`config.mk`:
```
export PLATFORM = sky130hd
export DESIGN_NAME = devif_regs
export DESIGN_NICKNAME = d
export VERILOG_FILES = /design/src/rtl/devif_regs_pkg.sv /design/src/rtl/devif_sticky_flag.sv /design/src/rtl/devif_attn_capture.sv /design/src/rtl/devif_cmd_pulse.sv /design/src/rtl/devif_ctl_regs.sv /design/src/rtl/devif_regs.sv
export SDC_FILE = /design/constraint.sdc
export NUM_CORES = 1
export LEC_CHECK = 0
export BUFFER_PORTS_ARGS = -buffer_cell sky130_fd_sc_hd__buf_2
export CAP_MARGIN = 20
export CORE_MARGIN = 2
export CORE_UTILIZATION = 35
export CTS_CLUSTER_SIZE = 16
export DETAILED_ROUTE_END_ITERATION = 6
export SLEW_MARGIN = 20
export SYNTH_ARGS = -nofsm -noshare
export SYNTH_HDL_FRONTEND = slang
export SYNTH_SLANG_ARGS = --single-unit
```
`constraint.sdc`:
```
create_clock -name clk -period 1.33 [get_ports clk]
set_input_delay 0.133 -clock clk [delete_from_list [all_inputs] [get_ports clk]]
set_output_delay 0.133 -clock clk [all_outputs]
set_load 0.05 [all_outputs]
```
`src/rtl/devif_regs_pkg.sv`:
```
package devif_regs_pkg;

  // Register select codes (host address bits 6:4)
  typedef enum logic [2:0] {
    SEL_MODE  = 3'd0,
    SEL_FUNC  = 3'd1,
    SEL_CMD   = 3'd2,
    SEL_DHI   = 3'd3,
    SEL_DLO   = 3'd4,
    SEL_RHI   = 3'd5,
    SEL_RMID  = 3'd6,
    SEL_RLO   = 3'd7
  } reg_sel_e;

  // Command strobe bit positions
  localparam int CB_CLR_EOR  = 7;
  localparam int CB_CLR_ATTN = 6;
  localparam int CB_TERM     = 5;
  localparam int CB_MCLR     = 4;
  localparam int CB_INIT     = 3;
  localparam int CB_PWRFAIL  = 2;
  localparam int CB_CYCLE    = 1;
  localparam int CB_GO       = 0;

  // Functions register bit positions
  localparam int FB_EOR_MASK  = 7;
  localparam int FB_ATTN_MASK = 6;
  localparam int FB_RANGE_DIS = 5;
  localparam int FB_CTL_EN    = 4;
  localparam int FB_FCN_LSB   = 1;
  localparam int FB_FCN_W     = 3;
  localparam int FB_DIR_IN    = 0;

endpackage

```
`src/rtl/devif_sticky_flag.sv`:
```
module devif_sticky_flag (
  input  logic clk,
  input  logic rst_n,
  input  logic set_i,
  input  logic clr_i,
  output logic flag_o
);
  logic flag_d;
  logic flag_q;

  // set takes priority over clear
  always_comb begin
    flag_d = set_i | (flag_q & ~clr_i);
  end

  always_ff @(posedge clk or negedge rst_n) begin
    if (!rst_n) flag_q <= 1'b0;
    else        flag_q <= flag_d;
  end

  assign flag_o = flag_q;
endmodule

```
`src/rtl/devif_attn_capture.sv`:
```
module devif_attn_capture #(
  parameter int SYNC_STAGES = 2
) (
  input  logic clk,
  input  logic rst_n,
  input  logic attn_async,
  input  logic clr_i,
  output logic attn_live,
  output logic attn_flag
);
  localparam int MSB = SYNC_STAGES - 1;

  logic [MSB:0] sync_d;
  logic [MSB:0] sync_q;
  logic         prev_q;
  logic         rise;

  generate
    if (SYNC_STAGES > 1) begin : g_chain
      always_comb sync_d = {sync_q[MSB-1:0], attn_async};
    end else begin : g_single
      always_comb sync_d = attn_async;
    end
  endgenerate

  always_ff @(posedge clk or negedge rst_n) begin
    if (!rst_n) begin
      sync_q <= '0;
      prev_q <= 1'b0;
    end else begin
      sync_q <= sync_d;
      prev_q <= sync_q[MSB];
    end
  end

  assign rise      = sync_q[MSB] & ~prev_q;
  assign attn_live = sync_q[MSB];

  devif_sticky_flag i_flag (
    .clk    (clk),
    .rst_n  (rst_n),
    .set_i  (rise),
    .clr_i  (clr_i),
    .flag_o (attn_flag)
  );
endmodule

```
`src/rtl/devif_cmd_pulse.sv`:
```
module devif_cmd_pulse #(
  parameter int DW = 8
) (
  input  logic          clk,
  input  logic          rst_n,
  input  logic          load_i,
  input  logic [DW-1:0] wdata_i,
  output logic [DW-1:0] pulse_o
);
  logic [DW-1:0] pulse_d;
  logic [DW-1:0] pulse_q;

  always_comb begin
    pulse_d = load_i ? wdata_i : '0;
  end

  always_ff @(posedge clk or negedge rst_n) begin
    if (!rst_n) pulse_q <= '0;
    else        pulse_q <= pulse_d;
  end

  assign pulse_o = pulse_q;
endmodule

```
`src/rtl/devif_ctl_regs.sv`:
```
module devif_ctl_regs #(
  parameter int DW = 8
) (
  input  logic            clk,
  input  logic            rst_n,
  input  logic            wr_mode_i,
  input  logic            wr_func_i,
  input  logic            wr_dhi_i,
  input  logic            wr_dlo_i,
  input  logic            mclr_i,
  input  logic [DW-1:0]   wdata_i,
  output logic [DW-1:0]   mode_o,
  output logic [DW-1:0]   func_o,
  output logic [2*DW-1:0] data_o
);
  logic [DW-1:0]   mode_d, mode_q;
  logic [DW-1:0]   func_d, func_q;
  logic [2*DW-1:0] data_d, data_q;
  logic            mode_en, func_en, data_en;

  always_comb begin
    mode_en = wr_mode_i;
    mode_d  = wdata_i;

    func_en = wr_func_i | mclr_i;
    func_d  = mclr_i ? '0 : wdata_i;

    data_en = wr_dhi_i | wr_dlo_i | mclr_i;
    data_d  = data_q;
    if (mclr_i) begin
      data_d = '0;
    end else begin
      if (wr_dhi_i) data_d[2*DW-1:DW] = wdata_i;
      if (wr_dlo_i) data_d[DW-1:0]    = wdata_i;
    end
  end

  // mode only responds to bus reset, never to master clear
  always_ff @(posedge clk or negedge rst_n) begin
    if (!rst_n)       mode_q <= '0;
    else if (mode_en) mode_q <= mode_d;
  end

  always_ff @(posedge clk or negedge rst_n) begin
    if (!rst_n)       func_q <= '0;
    else if (func_en) func_q <= func_d;
  end

  always_ff @(posedge clk or negedge rst_n) begin
    if (!rst_n)       data_q <= '0;
    else if (data_en) data_q <= data_d;
  end

  assign mode_o = mode_q;
  assign func_o = func_q;
  assign data_o = data_q;
endmodule

```
`src/rtl/devif_regs.sv`:
```
module devif_regs
  import devif_regs_pkg::*;
#(
  parameter int DW          = 8,
  parameter int SEL_LSB     = 4,
  parameter int SYNC_STAGES = 2
) (
  input  logic                 clk,
  input  logic                 rst_n,
  input  logic [SEL_LSB+2:SEL_LSB] host_addr,
  input  logic [DW-1:0]        host_wdata,
  input  logic                 host_wr,
  input  logic                 host_rd,
  output logic [DW-1:0]        host_rdata,
  input  logic                 dev_attn,
  input  logic [2:0]           dev_status,
  input  logic                 hs_ready,
  input  logic                 hs_mcerr,
  input  logic                 eor_in,
  output logic [DW-1:0]        mode_o,
  output logic [FB_FCN_W-1:0]  fcn_o,
  output logic                 dir_in_o,
  output logic                 ctl_en_o,
  output logic                 range_dis_o,
  output logic [2*DW-1:0]      data_o,
  output logic [DW-1:0]        pulse_o,
  output logic                 irq_o
);
  reg_sel_e      sel;
  logic          wr_cmd, mclr, clr_attn, clr_eor;
  logic          attn_live_w, attn_flag_w, eor_flag_w;
  logic [DW-1:0] func_w;
  logic [DW-1:0] flags_w;
  logic [DW-1:0] rd_mux;
  logic [DW-1:0] rdata_q;

  assign sel      = reg_sel_e'(host_addr);
  assign wr_cmd   = host_wr && (sel == SEL_CMD);
  assign mclr     = wr_cmd & host_wdata[CB_MCLR];
  assign clr_attn = wr_cmd & (host_wdata[CB_CLR_ATTN] | host_wdata[CB_MCLR]);
  assign clr_eor  = wr_cmd & (host_wdata[CB_CLR_EOR]  | host_wdata[CB_MCLR]);

  devif_ctl_regs #(.DW(DW)) i_ctl (
    .clk       (clk),
    .rst_n     (rst_n),
    .wr_mode_i (host_wr && (sel == SEL_MODE)),
    .wr_func_i (host_wr && (sel == SEL_FUNC)),
    .wr_dhi_i  (host_wr && (sel == SEL_DHI)),
    .wr_dlo_i  (host_wr && (sel == SEL_DLO)),
    .mclr_i    (mclr),
    .wdata_i   (host_wdata),
    .mode_o    (mode_o),
    .func_o    (func_w),
    .data_o    (data_o)
  );

  devif_cmd_pulse #(.DW(DW)) i_cmd (
    .clk     (clk),
    .rst_n   (rst_n),
    .load_i  (wr_cmd),
    .wdata_i (host_wdata),
    .pulse_o (pulse_o)
  );

  devif_attn_capture #(.SYNC_STAGES(SYNC_STAGES)) i_attn (
    .clk        (clk),
    .rst_n      (rst_n),
    .attn_async (dev_attn),
    .clr_i      (clr_attn),
    .attn_live  (attn_live_w),
    .attn_flag  (attn_flag_w)
  );

  devif_sticky_flag i_eor (
    .clk    (clk),
    .rst_n  (rst_n),
    .set_i  (eor_in),
    .clr_i  (clr_eor),
    .flag_o (eor_flag_w)
  );

  assign fcn_o       = func_w[FB_FCN_LSB +: FB_FCN_W];
  assign dir_in_o    = func_w[FB_DIR_IN];
  assign ctl_en_o    = func_w[FB_CTL_EN];
  assign range_dis_o = func_w[FB_RANGE_DIS];

  assign irq_o = (eor_flag_w & func_w[FB_EOR_MASK]) |
                 (attn_flag_w & func_w[FB_ATTN_MASK]);

  always_comb begin
    flags_w = {eor_flag_w, attn_flag_w, attn_live_w, hs_mcerr, dev_status, hs_ready};
    case (sel)
      SEL_MODE: rd_mux = mode_o;
      SEL_FUNC: rd_mux = func_w;
      SEL_CMD:  rd_mux = flags_w;
      SEL_DHI:  rd_mux = data_o[2*DW-1:DW];
      SEL_DLO:  rd_mux = data_o[DW-1:0];
      default:  rd_mux = '0;
    endcase
  end

  always_ff @(posedge clk or negedge rst_n) begin
    if (!rst_n)       rdata_q <= '0;
    else if (host_rd) rdata_q <= rd_mux;
  end

  assign host_rdata = rdata_q;
endmodule

```
==> results of run 1 <==
-- cell families (layout without fill, tap and decap cells) --
| family | after synthesis | in the layout | synth area share |
|---|---|---|---|
| AO/OA/AOI/OAI | 38 | 38 | 0.0945 |
| buffers and inverters | 19 | 100 | 0.0488 |
| flip-flops | 53 | 53 | 0.544 |
| multiplexers | 32 | 32 | 0.136 |
| AND/OR/NAND/NOR | 81 | 81 | 0.177 |
-- final timing paths --
check	cells past startpoint	slack, ns	to	start
worst max-delay path	2	0.05	irq_o	i_ctl.func_o[7]
worst min-delay path	3	0.09	i_ctl.data_o[10]	host_wdata[2]
max in group asynchronous	3	0.61	host_rdata[1]	rst_n
min in group asynchronous	2	0.21	i_ctl.data_o[15]	rst_n
worst max register to register	5	0.11	host_rdata[7]	i_ctl.func_o[7]
worst min register to register	0	0.36	i_attn.sync_q[1]	i_attn.sync_q[0]
-- cell type report --
cell class / count / area [sq um]
clock buffer: 5 / 68.8
clock inverter: 3 / 68.8
fill: 648 / 3590
inverter: 2 / 7.51
multi-input combinational: 151 / 991
sequential: 53 / 1330
tap: 80 / 100
timing repair buffer: 90 / 607
-- power by group --
group	switching [uW]	internal, uW
Clock	540	757
Combinational	1180	449
Sequential	190	1850
-- worst max-delay path, delay by kind of cell, from the launching register on --
| kind | cells | cell delay, ns |
|---|---|---|
| AOI/OAI and AO/OA | 1 | 0.26 |
| buffers and inverters | 1 | 0.16 |
| DFF | 1 | 0.42 |
-- layer usage --
layer  GRT usage  routed length, um
met1       0.237               2690
met2       0.277               3070
met3      0.0341                321
met4      0.0490                 75
met5           0                  0
-- layout by cell type (no fill, tap or decap), types with 2 or more instances in the layout --
cell type | Yosys | layout
nand2_1 | 18 | 18
nand2b_1 | 3 | 3
a21oi_1 | 21 | 21
mux2i_1 | 24 | 24
clkbuf_8 | 0 | 5
buf_2 | 2 | 67
o21a_1 | 2 | 2
bufinv_16 | 0 | 2
and2_1 | 8 | 8
o21ai_0 | 3 | 3
nand3b_1 | 14 | 14
inv_1 | 2 | 2
buf_12 | 0 | 7
dfrtp_1 | 53 | 53
mux2_2 | 8 | 8
nor2_1 | 31 | 31
a211oi_1 | 7 | 7
nor3_4 | 2 | 2
buf_4 | 10 | 12
a22o_1 | 2 | 2
dlygate4sd3_1 | 0 | 3
-- through the flow --
| step | hold WS (ns) | util | setup TNS, ns |
|---|---|---|---|
| after floorplan | -0.163 | - | 0 |
| after global placement | 0.0275 | 0.442 | -0.000793 |
| after detailed placement | 0.0285 | 0.442 | -0.0349 |
| after CTS | 0.0839 | 0.467 | 0 |
| after global routing | 0.0965 | 0.469 | 0 |
| final | 0.0932 | 0.469 | 0 |
-- what timing repair did --
action                                  4_1_cts  5_1_grt
buffers inserted                              0        1
endpoints found under the hold margin        41        0
hold buffers                                  3        0
resized for setup                             0        3
endpoints found under the setup margin        0        1
-- flip-flops by register name (all words and copies together) (netlist names) --
register,count
i_attn.i_flag.flag_o,1
i_eor.flag_o,1
i_attn.prev_q,1
i_cmd.pulse_o,8
i_ctl.data_o,16
i_ctl.func_o,8
host_rdata,8
i_ctl.mode_o,8
i_attn.sync_q,2
==> reports/results.ini, run 1 <==
[outcome]
status=complete, no violations

[power]
powerDensity_mw_per_mm2=1560
p_leak_uw=0.00151
ir_drop_v=0.000730
power_uw=4960

[synthesis]
ys_seq_area_frac=0.544
syn_area_per_cell_sq_um=10.9
synth_top_area_frac=0.544
yosysMostFrequentCell=dfrtp_1
ys_async_sr_fraction=1.00
yosys.area.top_type=dfrtp_1
synth_seq_cells=53
yosys-top-cells-count=dfrtp_1 (53), nor2_1 (31), mux2i_1 (24), a21oi_1 (21), nand2_1 (18)
synth.net_count=245
netlist_instances=223
syn_area_sq_mm=0.00244
yosysWarnings=0
synth_cell_type_count=27
synth.area.top_cells=dfrtp_1 (54%), mux2i_1 (9.9%), nor2_1 (4.8%), a21oi_1 (4.3%), nand3b_1 (4.3%)
synth_ff_type=dfrtp_1
synth_edf_count=0

[final_layout]
diodes=0
instances_no_fill=384
nets=325
design_area_sq_mm=0.00317
drive_above_1_share=0.355
syn2layout_area_growth_pct=30.1

[route]
avgRoutedWirePerCell_um=16.0
drt_first_pass_iters=4
drc=0
routed_wl_mm=6.16
via_per_inst=5.12
via_count=1966
ant_nets=0
drtIter0Drc=81

[die]
die-area_sq_mm=0.00764
fp.dieW_um=87.4
ioPinCount=69
die_y_um=87.4
rows=30
coreArea_sq_mm=0.00676
initial_utilization=0.361

[placement]
pre_cts_slack_ns=-0.0165
port_buffers=68
dp_hpwl_mm=4.61
dpl-instance-area_sq_mm=0.00299
place_inst=372
gp_congestion=0.829

[global_route]
grt_pass1_wl_mm=10.0
overflow=0
grt_max_degree=20
grt_antenna_before_repair=0
grt_pass1_vias=1934
grt_use_total=0.172

[worst_setup_path]
worst-path-max-fanout=3
crit_required_ns=1.20
cp-end-kind=output pin
worstSetupPathType=flop to output pin
start_kind=flop
crit_slowest_cell=dfrtp_1
crit_chain=a22o_1 > buf_6
arrival_ns=1.14
cpPeakStageDelay_ns=0.42

[cts]
clk_latency_ns=0.31
root_buffer=clkbuf_8
cts_made_buffers=5
clk_pin_slew_ns=0.10
cts_tree=built
htreeDepth=2
cts.path.max_buffers=2
cts.sink_count=53

[timing]
finalMaxSlewViolations=0
fin_crit_ns=1.28
fin_ws_ns=0.0544
hold_viol=0
period_share=0.959
rsz0062_at_grt=no
worstMarginPinSlew_ns=0.412
setup_viol=0
fmax_ghz=0.784
maxSlewHeadroom=0.725
skew_ns=0.0112

[worst_hold_path]
hp-class=input pin to flop

[flow_run]
max_cap_viol_count=0

(Power assumes the default switching activity.)
==> run 2: changes to the inputs <==
- clock period: 1.33 -> 1.21 ns (I/O delays scaled with it)
==> reports/results.ini, run 2 (synthesis results as in run 1) <==
[timing]
hold_viol=0  ; unchanged
skew_ns=0.00535  ; was 0.0112 ns
fin_ws_ns=-0.0298  ; was 0.0544 ns
maxSlewHeadroom=0.814  ; was 0.725
finalMaxSlewViolations=0  ; unchanged
tns_ns=-0.0298  ; was 0 ns
fmax_ghz=0.807
rsz0062_at_grt=yes  ; was no
fin_crit_ns=1.24
period_share=1.02
setup_viol=1  ; was 0
worstMarginPinSlew_ns=0.278  ; was 0.412 ns

[placement]
dp_hpwl_mm=4.39  ; was 4.61 mm
gp_congestion=0.766  ; was 0.829
port_buffers=68  ; unchanged
place_inst=372  ; unchanged

[cts]
cts.sink_count=53  ; unchanged
clk_latency_ns=0.31  ; about the same
clk_pin_slew_ns=0.10  ; about the same
cts_tree=built  ; unchanged
cts_made_buffers=5  ; unchanged
cts.path.max_buffers=2  ; unchanged
htreeDepth=2  ; unchanged
root_buffer=clkbuf_8  ; unchanged

[worst_hold_path]
hp-class=input pin to flop  ; unchanged

[worst_setup_path]
worstSetupPathType=flop to output pin  ; unchanged
worst-path-max-fanout=3  ; unchanged
start_kind=flop  ; unchanged
crit_required_ns=1.09  ; was 1.20 ns
reg2reg_slack_ns=0.12  ; was 0.11 ns
cp-end-kind=output pin  ; unchanged
arrival_ns=1.12  ; was 1.14 ns

[final_layout]
syn2layout_area_growth_pct=28.6  ; was 30.1%
nets=327  ; was 325
diodes=0  ; unchanged
post-route-util=0.464  ; was 0.469
instances_no_fill=386  ; was 384
final_cell_mix=buf_2 (67), dfrtp_1 (50), nor2_1 (31)  ; was buf_2 (67), dfrtp_1 (53), nor2_1 (31)
drive_above_1_share=0.373  ; was 0.355
nFillCells=660  ; was 648
mostFrequentLayoutCell=buf_2  ; unchanged
largest_reg_flops=16  ; unchanged

[route]
routed_wl_mm=6.04  ; was 6.16 mm
via_count=1941  ; was 1966
drt_first_pass_iters=4  ; unchanged
via_per_inst=5.03  ; was 5.12
drc=0  ; unchanged
ant_nets=0  ; unchanged
drtIter0Drc=88  ; was 81
avgRoutedWirePerCell_um=15.7  ; was 16.0 um

[global_route]
grt_antenna_before_repair=0  ; unchanged
grt_max_degree=54  ; was 20
grt_use_total=0.166  ; was 0.172
overflow=0  ; unchanged
grt_pass1_wl_mm=9.65  ; was 10.0 mm
grt_pass1_vias=1907  ; was 1934

[die]
die_y_um=87.4  ; unchanged
coreArea_sq_mm=0.00676  ; unchanged
initial_utilization=0.361  ; unchanged
rows=30  ; unchanged
fp.dieW_um=87.4  ; unchanged
die-area_sq_mm=0.00764  ; unchanged
ioPinCount=69  ; unchanged

[outcome]
violations=negative setup slack
status=finished with violations  ; was complete, no violations

[power]
p_leak_uw=0.00149  ; was 0.00151 uW
powerDensity_mw_per_mm2=1610  ; was 1560 mW/mm^2
ir_drop_v=0.000820  ; was 0.000730 V

[flow_run]
max_cap_viol_count=0  ; unchanged

==> run 2: worst paths after layout <==
kind                             startpoint               end  depth (start not counted)
setup / recovery            i_ctl.func_o[6]             irq_o                          2
max in group asynchronous             rst_n   i_ctl.data_o[2]                          3
min in group asynchronous             rst_n  i_attn.sync_q[1]                          3
hold / removal                host_wdata[2]  i_ctl.data_o[10]                          3
setup reg to reg            i_ctl.func_o[7]     host_rdata[7]                          5
hold reg to reg            i_attn.sync_q[0]  i_attn.sync_q[1]                          0
==> run 2: stage by stage <==
| stage | setup slack (ns) | power (uW) | hold WS [ns] | area [sq um] |
|---|---|---|---|---|
| 2_1_floorplan | 0.00170 | 3540 | -0.175 | 2440 |
| 4_1_cts | -0.0297 | 5090 | 0.0782 | 3120 |
| 6_report | -0.0298 | 5050 | 0.0808 | 3130 |
| 5_1_grt | -0.0801 | 5290 | 0.0765 | 3130 |
| 3_3_place_gp | -0.0690 | 4020 | 0.136 | 2980 |
| 3_5_place_dp | -0.0862 | 4040 | 0.140 | 2980 |
==> run 2: cell type report <==
type                       count  area (sq um)  share of cell area
sequential                    53          1330               0.425
multi-input combinational    151           996               0.318
timing repair buffer          92           609               0.194
tap                           80           100              0.0319
clock buffer                   5          68.8              0.0220
clock inverter                 3          21.3             0.00679
inverter                       2          7.51             0.00240
==> run 2: what timing repair did <==
| action | 4_1_cts | 5_1_grt |
|---|---|---|
| gates resized for setup | 2 | 1 |
| buffers inserted | 2 | 1 |
| endpoints found under the hold margin | 55 | 0 |
| endpoints found under the setup margin | 1 | 2 |
| hold buffers | 3 | 0 |
| pin swaps | 0 | 0 |
==> run 2: worst max-delay path: stages, from the launching register on <==
cell     delay (ns)
dfrtp_1        0.42
a22o_1         0.23
buf_6          0.16
==> run 2: routing by layer <==
| layer | vias up | GRT usage | wire [um] |
|---|---|---|---|
| met3 | 7 | 0.0370 | 387 |
| li1 | 922 | - | - |
| met2 | 72 | 0.280 | 2980 |
| met5 | - | 0 | 0 |
| met4 | 0 | 0.0434 | 71 |
| met1 | 940 | 0.216 | 2600 |
==> run 2: power breakdown <==
group / leakage, uW / total, uW / internal (uW) / switching [uW]
clock network: 0.0000445 / 1010 / 412 / 602
registers: 0.000659 / 2240 / 2030 / 204
logic: 0.000787 / 1800 / 499 / 1300
==> run 3: changes to the inputs <==
- MAX_ROUTING_LAYER: default -> met4
- clock period: 1.21 -> 1.2 ns (I/O delays scaled with it)
==> reports/results.ini, run 3 (synthesis results as in run 1) <==
[worst_setup_path]
reg2reg_slack_ns=0.10  ; was 0.12 ns
arrival_ns=1.13  ; was 1.12 ns
crit_required_ns=1.08  ; was 1.09 ns
start_kind=flop  ; unchanged
cpPeakStageDelay_ns=0.40  ; was 0.42 ns
worstSetupPathType=flop to output pin  ; unchanged
crit_buf_inv=1  ; unchanged
crit_family=flip-flops  ; unchanged
crit_chain=a22o_1 > buf_6  ; unchanged
crit_slowest_cell=dfrtp_1  ; unchanged
worst-path-max-fanout=2  ; was 3
cp-end-kind=output pin  ; unchanged

[final_layout]
drive_above_1_share=0.373  ; unchanged
largest_reg_flops=16  ; unchanged
syn2layout_area_growth_pct=29.7  ; was 28.6%
diodes=0  ; unchanged
mostFrequentLayoutCell=buf_2  ; unchanged
nets=327  ; unchanged
final_cell_mix=buf_2 (67), dfrtp_1 (50), nor2_1 (31)  ; unchanged
instances_no_fill=386  ; unchanged
nFillCells=657  ; was 660

[timing]
skew_ns=0.0127  ; was 0.00535 ns
finalMaxSlewViolations=0  ; unchanged
fmax_ghz=0.797
worstMarginPinSlew_ns=0.281  ; was 0.278 ns
tns_ns=-0.0547  ; was -0.0298 ns
period_share=1.05
fin_crit_ns=1.25
rsz0062_at_grt=yes  ; unchanged
hold_viol=0  ; unchanged
maxSlewHeadroom=0.813  ; was 0.814
setup_viol=1  ; unchanged
fin_ws_ns=-0.0547  ; was -0.0298 ns

[placement]
dp_hpwl_mm=4.41  ; was 4.39 mm
port_buffers=68  ; unchanged
place_inst=372  ; unchanged
gp_congestion=0.776  ; was 0.766
pre_cts_slack_ns=-0.107  ; was -0.0862 ns

[power]
p_leak_uw=0.00150  ; was 0.00149 uW
p_sw_uw=2150  ; was 2100 uW
ir_drop_v=0.000886  ; was 0.000820 V
power_frac_seq=0.422  ; was 0.443
p_int_uw=3190  ; was 2940 uW
combPwrFrac=0.339  ; was 0.356
powerDensity_mw_per_mm2=1690  ; was 1610 mW/mm^2
power_uw=5340  ; was 5050 uW
clkPwrFrac=0.238  ; was 0.201
switching_share=0.403  ; was 0.417

[die]
rows=30  ; unchanged
die-area_sq_mm=0.00764  ; unchanged
die_y_um=87.4  ; unchanged
coreArea_sq_mm=0.00676  ; unchanged
initial_utilization=0.361  ; unchanged
ioPinCount=69  ; unchanged
fp.dieW_um=87.4  ; unchanged

[global_route]
use_met1=0.226  ; was 0.216
gr-usage-met2=0.282  ; was 0.280
overflow=0  ; unchanged
grt_pass1_vias=1882  ; was 1907
use_met3=0.0408  ; was 0.0370
grt_antenna_before_repair=0  ; unchanged
grt_max_degree=54  ; unchanged
grt_pass1_wl_mm=9.72  ; was 9.65 mm
grt_use_total=0.176  ; was 0.166
grt.busiest_layer=met2  ; unchanged

[route]
avgRoutedWirePerCell_um=16.0  ; was 15.7 um
ant_nets=0  ; unchanged
drt_first_pass_iters=4  ; unchanged
via_count=1918  ; was 1941
drc=0  ; unchanged
via_per_inst=4.97  ; was 5.03
routed_wl_mm=6.17  ; was 6.04 mm
drtIter0Drc=112  ; was 88

[outcome]
violations=negative setup slack  ; unchanged
status=finished with violations  ; unchanged

[cts]
root_buffer=clkbuf_8  ; unchanged
cts_made_buffers=5  ; unchanged
cts_tree=built  ; unchanged
clk_latency_ns=0.31  ; about the same
cts.path.max_buffers=2  ; unchanged
clk_pin_slew_ns=0.10  ; about the same
cts.sink_count=53  ; unchanged
htreeDepth=2  ; unchanged

[flow_run]
max_cap_viol_count=0  ; unchanged

[worst_hold_path]
hp-class=input pin to flop  ; unchanged

-- run 3: changes by cell type in the layout (fill, tap and decap cells not counted) --
cell / before / now
bufinv_16: 0 / 1
clkinv_2: 1 / 0
inv_6: 1 / 2
clkinvlp_4: 1 / 0
-- run 3: through the flow --
step,util,hold slack [ns],cell area [sq um]
after floorplan,-,-0.176,2440
after global placement,0.441,0.135,2980
after detailed placement,0.441,0.139,2980
after CTS,0.466,0.0674,3150
after global routing,0.468,0.0509,3160
final,0.468,0.0731,3160
-- run 3: what timing repair did --
item	in CTS	in global routing
setup buffers	2	1
setup endpoints to repair	1	2
resized for setup	2	1
hold buffers	3	0
endpoints found under the hold margin	55	0
-- run 3: final timing paths --
kind,startpoint,to,cells past startpoint
max,i_ctl.func_o[7],irq_o,2
min,host_wdata[2],i_ctl.data_o[10],3
max reg2reg,i_ctl.func_o[7],host_rdata[7],5
min reg2reg,i_attn.sync_q[0],i_attn.sync_q[1],0
max in group asynchronous,rst_n,i_ctl.data_o[2],3
min in group asynchronous,rst_n,i_attn.sync_q[1],3
-- run 3: power by group through the flow --
stage / logic (uW) / clock network, uW / registers, uW
final: 1810 / 1270 / 2260
after global routing: 1920 / 1400 / 2290
after CTS: 1820 / 1300 / 2260
after detailed placement: 1790 / 0 / 2290
after global placement: 1770 / 0 / 2290
after floorplan: 550 / 0 / 3020
-- run 3: layout make-up --
| class | count | area, sq um | area share |
|---|---|---|---|
| multi-input combinational | 151 | 996 | 0.315 |
| sequential | 53 | 1330 | 0.421 |
| inverter | 2 | 7.51 | 0.00238 |
| clock inverter | 3 | 47.5 | 0.0150 |
| timing repair buffer | 92 | 609 | 0.193 |
| tap | 80 | 100 | 0.0317 |
| clock buffer | 5 | 68.8 | 0.0218 |
-- run 3: worst min-delay path, cell delays in order --
cell and delay, ns:
buf_2 0.13, nand2_1 0.06, a21oi_1 0.05
-- run 3: routing by layer --
metal,share of wire,vias to the layer above,wire length [um]
li1,-,930,-
met1,0.44,929,2730
met2,0.50,54,3060
met3,0.054,5,335
met4,0.0065,0,40
met5,0,-,0
